--- src/rtl/fpimm_pkg.sv ---
package fpimm_pkg;

    typedef enum logic [1:0] {
        MODE_LO_SEXT = 2'b00,
        MODE_HI_FILL = 2'b01,
        MODE_H2S     = 2'b10,
        MODE_Q2H     = 2'b11
    } imm_mode_e;

    localparam int IMM_W   = 33;
    localparam int REG_W   = 64;

    // 8-bit float: 1 sign, 4 exponent, 3 mantissa
    localparam int Q_EXP   = 4;
    localparam int Q_MAN   = 3;
    localparam int H_EXP   = 5;
    localparam int H_MAN   = 10;
    localparam int S_EXP   = 8;
    localparam int S_MAN   = 23;
    localparam int D_EXP   = 11;
    localparam int D_MAN   = 52;

    localparam int Q_W     = 1 + Q_EXP + Q_MAN;
    localparam int H_W     = 1 + H_EXP + H_MAN;
    localparam int S_W     = 1 + S_EXP + S_MAN;
    localparam int D_W     = 1 + D_EXP + D_MAN;

    localparam int Q_LANES = REG_W / H_W;
    localparam int H_LANES = REG_W / S_W;

    typedef struct packed {
        logic             valid;
        logic [REG_W-1:0] data;
    } exp_out_t;

    function automatic logic [REG_W-1:0] place_low_sext(input logic [IMM_W-1:0] imm);
        return {{(REG_W-IMM_W){imm[IMM_W-1]}}, imm};
    endfunction

    function automatic logic [REG_W-1:0] place_high_fill(input logic [IMM_W-1:0] imm);
        return {imm[31:0], {32{imm[IMM_W-1]}}};
    endfunction

endpackage

--- src/rtl/fp_widen.sv ---
module fp_widen #(
    parameter int IE = 5,
    parameter int IM = 10,
    parameter int OE = 8,
    parameter int OM = 23
) (
    input  logic [IE+IM:0] src,
    output logic [OE+OM:0] dst
);
    localparam int IBIAS = (1 << (IE - 1)) - 1;
    localparam int OBIAS = (1 << (OE - 1)) - 1;
    localparam int PADW  = OM - IM;
    localparam int LPW   = $clog2(IM) + 1;

    logic          sgn;
    logic [IE-1:0] exp_i;
    logic [IM-1:0] man_i;
    logic [LPW-1:0] lead;
    logic [IM-1:0] man_norm;
    logic [OE-1:0] exp_o;
    logic [IM-1:0] man_o;

    assign sgn   = src[IE+IM];
    assign exp_i = src[IE+IM-1:IM];
    assign man_i = src[IM-1:0];

    // highest set mantissa bit, used to normalise subnormals
    always_comb begin
        lead = '0;
        for (int b = 0; b < IM; b++) begin
            if (man_i[b]) lead = LPW'(b);
        end
    end

    assign man_norm = man_i << (LPW'(IM) - lead);

    always_comb begin
        if (exp_i == '1) begin
            exp_o = '1;
            man_o = man_i;
        end else if (exp_i == '0 && man_i == '0) begin
            exp_o = '0;
            man_o = '0;
        end else if (exp_i == '0) begin
            exp_o = OE'(OBIAS - IBIAS - IM + 1) + OE'(lead);
            man_o = man_norm;
        end else begin
            exp_o = OE'(exp_i) + OE'(OBIAS - IBIAS);
            man_o = man_i;
        end
    end

    assign dst = {sgn, exp_o, man_o, {PADW{1'b0}}};

    always_comb begin
        AST_SIGN_KEEP: assert (dst[OE+OM] == src[IE+IM]);
        if (exp_i == '1) begin
            AST_SPECIAL_EXP: assert (dst[OE+OM-1:OM] == '1);
        end
        if (exp_i == '0 && man_i != '0) begin
            AST_SUBN_NORMAL: assert (dst[OE+OM-1:OM] != '0);
        end
    end

endmodule

--- src/rtl/fp_widen_bank.sv ---
module fp_widen_bank #(
    parameter int LANES = 2,
    parameter int IE    = 5,
    parameter int IM    = 10,
    parameter int OE    = 8,
    parameter int OM    = 23
) (
    input  logic [LANES*(1+IE+IM)-1:0] src,
    output logic [LANES*(1+OE+OM)-1:0] dst
);
    localparam int IW = 1 + IE + IM;
    localparam int OW = 1 + OE + OM;

    for (genvar g = 0; g < LANES; g++) begin : g_lane
        fp_widen #(.IE(IE), .IM(IM), .OE(OE), .OM(OM)) u_widen (
            .src(src[g*IW +: IW]),
            .dst(dst[g*OW +: OW])
        );
    end

endmodule

--- src/rtl/fpimm_expand.sv ---
module fpimm_expand
    import fpimm_pkg::*;
(
    input  logic             clk,
    input  logic             rst,
    input  logic             in_valid,
    input  logic [1:0]       in_mode,
    input  logic [IMM_W-1:0] in_imm,
    input  logic             in_scalar,
    output logic             out_valid,
    output logic [REG_W-1:0] out_data
);
    logic [REG_W-1:0] h2s_lanes;
    logic [REG_W-1:0] q2h_lanes;
    logic [D_W-1:0]   h2d_val;
    logic [REG_W-1:0] next_data;
    imm_mode_e        mode;
    exp_out_t         out_q;

    assign mode = imm_mode_e'(in_mode);

    fp_widen_bank #(.LANES(H_LANES), .IE(H_EXP), .IM(H_MAN), .OE(S_EXP), .OM(S_MAN)) u_h2s (
        .src(in_imm[H_LANES*H_W-1:0]),
        .dst(h2s_lanes)
    );

    fp_widen_bank #(.LANES(Q_LANES), .IE(Q_EXP), .IM(Q_MAN), .OE(H_EXP), .OM(H_MAN)) u_q2h (
        .src(in_imm[Q_LANES*Q_W-1:0]),
        .dst(q2h_lanes)
    );

    fp_widen #(.IE(H_EXP), .IM(H_MAN), .OE(D_EXP), .OM(D_MAN)) u_h2d (
        .src(in_imm[H_W-1:0]),
        .dst(h2d_val)
    );

    always_comb begin
        if (in_scalar) begin
            next_data = h2d_val;
        end else begin
            unique case (mode)
                MODE_LO_SEXT: next_data = place_low_sext(in_imm);
                MODE_HI_FILL: next_data = place_high_fill(in_imm);
                MODE_H2S:     next_data = h2s_lanes;
                MODE_Q2H:     next_data = q2h_lanes;
                default:      next_data = '0;
            endcase
        end
    end

    always_ff @(posedge clk) begin
        if (rst) begin
            out_q <= '0;
        end else begin
            out_q.valid <= in_valid;
            if (in_valid) out_q.data <= next_data;
        end
    end

    assign out_valid = out_q.valid;
    assign out_data  = out_q.data;

    AST_STROBE_RISE: assert property (@(posedge clk) disable iff (rst)
        in_valid |=> out_valid);
    AST_STROBE_IDLE: assert property (@(posedge clk) disable iff (rst)
        !in_valid |=> !out_valid);
    AST_IDLE_HOLD: assert property (@(posedge clk) disable iff (rst)
        !in_valid |=> $stable(out_data));
    AST_LO_SEXT_TOP: assert property (@(posedge clk) disable iff (rst)
        (in_valid && !in_scalar && in_mode == 2'b00) |=> out_data[63:32] == {32{$past(in_imm[32])}});
    AST_HI_PLACE: assert property (@(posedge clk) disable iff (rst)
        (in_valid && !in_scalar && in_mode == 2'b01) |=> out_data[63:32] == $past(in_imm[31:0]));

endmodule

--- config.mk ---
export PLATFORM = sky130hd
export DESIGN_NAME = fpimm_expand
export DESIGN_NICKNAME = d
export VERILOG_FILES = /design/src/rtl/fpimm_pkg.sv /design/src/rtl/fp_widen.sv /design/src/rtl/fp_widen_bank.sv /design/src/rtl/fpimm_expand.sv
export SDC_FILE = /design/constraint.sdc
export NUM_CORES = 1
export LEC_CHECK = 0
export ABC_CLOCK_PERIOD_IN_PS = 6960
export BUFFER_PORTS_ARGS = -buffer_cell sky130_fd_sc_hd__buf_2
export CELL_PAD_IN_SITES_DETAIL_PLACEMENT = 1
export CELL_PAD_IN_SITES_GLOBAL_PLACEMENT = 1
export CORE_ASPECT_RATIO = 2
export CORE_UTILIZATION = 35
export DETAILED_ROUTE_END_ITERATION = 8
export PLACE_DENSITY = 0.78
export SYNTH_ARGS = -nofsm -noshare
export SYNTH_HDL_FRONTEND = slang
export SYNTH_SLANG_ARGS = --single-unit
export TNS_END_PERCENT = 30
--- constraint.sdc ---
create_clock -name clk -period 6.96 [get_ports clk]
set_input_delay 0.348 -clock clk [delete_from_list [all_inputs] [get_ports clk]]
set_output_delay 0.348 -clock clk [all_outputs]
set_load 0.01 [all_outputs]
======== Yosys cells after proc, flatten, opt, wreduce, memory -nomap -nowiden ========
Cells that the tools add are included.
storage, ports and cells
  register bits after elaboration ......... 65
  input port bits ......................... 39
  output and inout bits ................... 65
  logic and storage cells ................. 123
cells by class
  add/sub/neg operators ................... 20
  equal/unequal tests ..................... 9
  shift operators ......................... 6
  mux-type cells .......................... 67
  reductions and logical operators ........ 19
operator list
  operator                                         number
  one-hot mux 64 bit (4 select lines)              1
  2-to-1 mux 5 bit                                 22
  2-to-1 mux 64 bit                                1
  2-to-1 mux 10 bit                                6
  2-to-1 mux 3 bit                                 20
  2-to-1 mux 8 bit                                 6
  2-to-1 mux 11 bit                                3
  adder 4 x 4 -> 5 bit, second input constant      4
  zero test 10 bit                                 2
  left shift 10 x 5 -> 10 bit                      2
  adder 3 x 3 -> 4 bit, first input constant       4
  adder 5 x 7 -> 8 bit, second input constant      2
  adder 7 x 5 -> 8 bit, first input constant       2
  equality test 4 bit, second input constant       4
  zero test 4 bit                                  4
  zero test 3 bit                                  4
  left shift 3 x 3 -> 3 bit                        4
  subtractor 2 x 3 -> 3 bit, first input constant  4
  adder 10 x 5 -> 11 bit, first input constant     1
  adder 5 x 10 -> 11 bit, second input constant    1
  equality test 5 bit, second input constant       2
  zero test 5 bit                                  2
  subtractor 4 x 5 -> 5 bit, first input constant  2
  logical AND 1 bit                                6
  5 further kinds                                  12

======== Depth between registers and ports, before layout ========
  word-level depth ........................ 16
  depth in mapped cells ................... 14
  gate-level depth less buffers ........... 12

======== Cells and area by module ========
A second synthesis with hierarchy kept.
unflattened totals
  cells, all modules ...................... 1081
  area total of the unflattened synthesis .. 7997.7 sq um
modules (own cells, without submodules)
  module                                  times used  cells an instance  area an instance (sq um)  seq. area each (sq um)
  fpimm_expand                            1           481                4075.2                    1301.2
  fp_widen (u_h2s.g_lane[0].u_widen ...)  2           152                982.2                     0.0
  fp_widen (u_h2d)                        1           184                1217.4                    0.0
  fp_widen (u_q2h.g_lane[0].u_widen ...)  4           28                 185.2                     0.0

======== Worst setup path after synthesis ========
Ideal clock, no wire load.
  path type ............................... input port to flip-flop
  start ................................... input in_imm[21]
  end ..................................... register out_q (netlist bit out_data[50])
  library setup time ...................... 0.103 ns
  arrival ................................. 2.802 ns
  data required time ...................... 6.857 ns
  setup slack ............................. 4.055 ns
  stages .................................. 13
  buffers on the path ..................... 3
  cells stage by stage .................... buf_2 > nor2b_1 > o21a_1 > or3_1 > buf_2 > inv_2 > ha_1 > clkbuf_1 > clkinv_1 > or2_2 > o211ai_1 > a31oi_1 > a2111oi_2
between the ends
  word-level cells in the longest chain between the ends .. 12
  elaborated cells on any way between the ends .. 14
  those cells by class .................... add/sub: 1; shift: 1; mux: 10; reduce/logical: 2
ends and longest elaborated chain
  what                                     RTL line            source
  start: declaration                       fpimm_expand.sv:8   input logic [IMM_W-1:0] in_imm,
  2-to-1 mux 5 bit (5 in series)           fp_widen.sv:31      if (man_i[b]) lead = LPW'(b);
  subtractor 4 x 5 -> 5 bit                fp_widen.sv:35      assign man_norm = man_i << (LPW'(IM) - lead);
  left shift 10 x 5 -> 10 bit              fp_widen.sv:35
  2-to-1 mux 10 bit                        fp_widen.sv:44      end else if (exp_i == '0) begin
  2-to-1 mux 10 bit                        fp_widen.sv:41      end else if (exp_i == '0 && man_i == '0) begin
  2-to-1 mux 10 bit (*)                    fp_widen.sv:38      if (exp_i == '1) begin
  one-hot mux 64 bit (4 select lines) (*)  fpimm_expand.sv:41  unique case (mode)
  2-to-1 mux 64 bit (*)                    fpimm_expand.sv:38  if (in_scalar) begin
  end: declaration                         fpimm_expand.sv:18  exp_out_t out_q;
Mark *: on every way between the ends. The rest lies on a longest branch, timed or not.
A chain may end at the register's enable or synchronous reset.

======== Final worst setup path ========
  start ................................... input in_imm[5]
  end ..................................... register out_q (netlist bit out_data[20])
between the ends
  word-level cells in the longest chain between the ends .. 12
  elaborated cells on any way between the ends .. 14
  those cells by class .................... add/sub: 1; shift: 1; mux: 10; reduce/logical: 2
ends and longest elaborated chain
  what                                     RTL line
  2-to-1 mux 3 bit (3 in series)           n/a
  2-to-1 mux 5 bit (2 in series)           fp_widen.sv:31
  subtractor 4 x 5 -> 5 bit                n/a
  left shift 10 x 5 -> 10 bit              n/a
  2-to-1 mux 10 bit                        n/a
  2-to-1 mux 10 bit (*)                    fp_widen.sv:41
  2-to-1 mux 10 bit (*)                    fp_widen.sv:38
  one-hot mux 64 bit (4 select lines) (*)  fpimm_expand.sv:41
  2-to-1 mux 64 bit (*)                    fpimm_expand.sv:38
Marked as above.

==> results.json <==
{
  "status": "finished, final reports clean",
  "area_delta_synth_final_pct": 16.8,
  "hpwl_microns": 18000,
  "drive_above_1_share_pct": 19.2,
  "ys.warnings.count": 0,
  "use_met3_pct": 4.46,
  "clk_latency_ns": 0.33,
  "relSlewSlack_pct": 19.2,
  "nNetsFinal": 803,
  "antenna_left": 0,
  "numCtsBuffers": 9,
  "path_class": "in -> reg",
  "hold_slack_ns": 0.325,
  "period_minus_slack_ns": 3.51,
  "port_buffers": 103,
  "yosysTopAreaCell": "dfxtp_1",
  "clock_path_buffers": 2,
  "clockRootBuffer": "clkbuf_16",
  "fp.coreArea_sq_um": 13800,
  "drt_first_pass_iters": 6,
  "end_kind": "flop",
  "syn_area_sq_um": 4930,
  "busiest_layer": "met2",
  "grt_max_degree": 48,
  "synthTopCellsByArea": "dfxtp_1 26%, o21ai_0 7.2%, nand2_1 6.9%, a21oi_1 6.3%, nor2_1 5.2%",
  "cp_data_arrival_time_ns": 3.70,
  "peakVddDrop_mv": 0.0844,
  "vias": 6087,
  "power_leakage_nw": 2.38,
  "worstReg2RegStart": "out_data[50]$_SDFFE_PP0P_",
  "syn-num-nets": 754,
  "critPathMaxFanout": 16,
  "power.density_nw_per_um2": 203,
  "finalSetupTns_ns": 0,
  "hp-start": "in_imm[15]",
  "grt_pass1_vias": 6322,
  "antenna_found_initial": 0,
  "timing.final.crit_share_pct": 50.5,
  "fmax_mhz": 285,
  "die_x_microns": 85.9,
  "slew_viol_final": 0,
  "maxCapViolCount": 0,
  "cts_tree": "yes",
  "startpoint": "in_imm[5]",
  "worstSetupStartpointType": "input pin",
  "avgViaCountPerCell": 6.38,
  "ys_seq_area_share_pct": 26.4,
  "grt_remaining_overflow": 0,
  "die_h_microns": 170,
  "synth_edf_count": 0,
  "avgSynthCellArea_sq_um": 6.93,
  "grt_util_met1_pct": 29.3,
  "timing.final.ws_setup_ns": 3.45,
  "cts_resized": 0,
  "worstMarginPinSlew_ns": 1.21,
  "io_pins": 104,
  "remaining_drc_errors": 0,
  "drt_wl_total_microns": 23300,
  "num_antenna_cells": 0,
  "start_util_pct": 35.7,
  "track_usage_pct": 32.3,
  "synthCells": 711,
  "drtIter0Drc": 401,
  "clock_skew_ns": 0,
  "num_rows": 61,
  "clkSinkCount": 65,
  "clkTransAtPathRegs_ns": 0.06,
  "hold_viol_final": 0,
  "post-cts-setup-buffers": 0,
  "synth_cell_types": 76,
  "fill_cells": 1790,
  "synthFlopType": "dfxtp_1",
  "rsz0062_at_grt": "no",
  "place_ws_ns": 3.18,
  "postCtsHoldBufs": 0,
  "report.final.setup_viol": 0,
  "ys_async_sr_fraction_pct": 0,
  "synth_top_area_share_pct": 26.4,
  "gp_congestion": 0.990,
  "avgRoutedWirePerCell_microns": 24.4,
  "required_ns": 7.15,
  "fp.dieArea_sq_um": 14600,
  "ys_ff_latch": 65,
  "htreeDepth": 3,
  "grtUsageMet2_pct": 59.3,
  "hold_path_class": "in -> reg",
  "grt_pass1_wl_microns": 35500
}
## state kept, by name (all words and copies together), names as in the netlist
name / count
out_data: 64
out_valid: 1
## cells in the mapped netlist (7+ instances only)
cell and count:
nand2b_1 12, o31ai_1 11, o211ai_1 12, o22ai_1 9
inv_1 20, o221ai_1 8, a31oi_1 12, nand2_1 90
dfxtp_1 65, a22oi_1 7, buf_2 8, nor3_1 16
clkbuf_1 55, a211oi_1 9, mux2i_1 8, nor2_1 68
a21oi_1 62, o21ai_0 71, nor4_1 7, nand3_1 15
nand4_1 7
## per-layer routing
metal | part of all wire [%] | vias up
met5 | 0 | -
met4 | 10 | 0
met3 | 3.7 | 146
met2 | 53 | 285
met1 | 33 | 2937
li1 | - | 2719
## worst max-delay path: stages
cell	delay (ns)
buf_2	0.28
or3b_1	0.43
and3_1	0.31
nand2_1	0.21
inv_2	0.07
ha_1	0.61
inv_1	0.28
nand2_1	0.13
a22oi_1	0.06
or2_2	0.33
a222oi_1	0.44
o221ai_1	0.18
## cell usage in the layout, fill, tap and decap left out, types with 11 or more instances in the layout
cell type and n:
buf_2 103, nand2_1 90, o21ai_0 71, nor2_1 67, dfxtp_1 65, a21oi_1 62, inv_1 20, nor3_1 16
nand3_1 15, o211ai_1 12, a31oi_1 12, nand2b_1 12, o31ai_1 11
## power breakdown
part           internal (mW)  switching, mW
combinational         0.0929          0.199
clock                  0.288          0.184
sequential             0.392         0.0132
## through the flow
stage | total power, mW | utilization (%) | std cells | area (sq um)
4_1_cts | 1.17 | 41.7 | 954 | 5760
3_5_place_dp | 0.697 | 39.5 | 938 | 5450
2_1_floorplan | 0.592 | - | 711 | 4930
6_report | 1.17 | 41.7 | 954 | 5760
3_3_place_gp | 0.692 | 39.5 | 938 | 5450
5_1_grt | 1.21 | 41.7 | 954 | 5760
## worst paths after layout
check | to | slack [ns] | depth (start not counted)
max reg2reg | out_data[50]$_SDFFE_PP0P_ | 5.65 | 4
min | out_data[63]$_SDFFE_PP0P_ | 0.32 | 3
min reg2reg | out_data[9]$_SDFFE_PP0P_ | 0.44 | 2
max | out_data[20]$_SDFFE_PP0P_ | 3.45 | 12
## area by class of cell
type | instances | area (sq um) | share of cell area (%)
flip-flops and latches | 65 | 1300 | 22.6
clock buffers | 10 | 239 | 4.15
well taps | 189 | 236 | 4.11
multi-input cells | 554 | 3280 | 57.1
clock inverters | 6 | 66.3 | 1.15
repair buffers | 106 | 538 | 9.35
inverters | 24 | 90.1 | 1.57
## kinds of logic after synthesis
kind of cell	after synthesis	share of synthesized area, %
AOI/OAI and AO/OA	280	38.1
muxes	11	2.77
adders and majority gates	4	1.02
xor gates and xnor gates	3	0.533
DFF	65	26.4
buffers and inverters	92	7.21
and+or+nand+nor	256	24.0
Power figures use the tool's default switching activity.
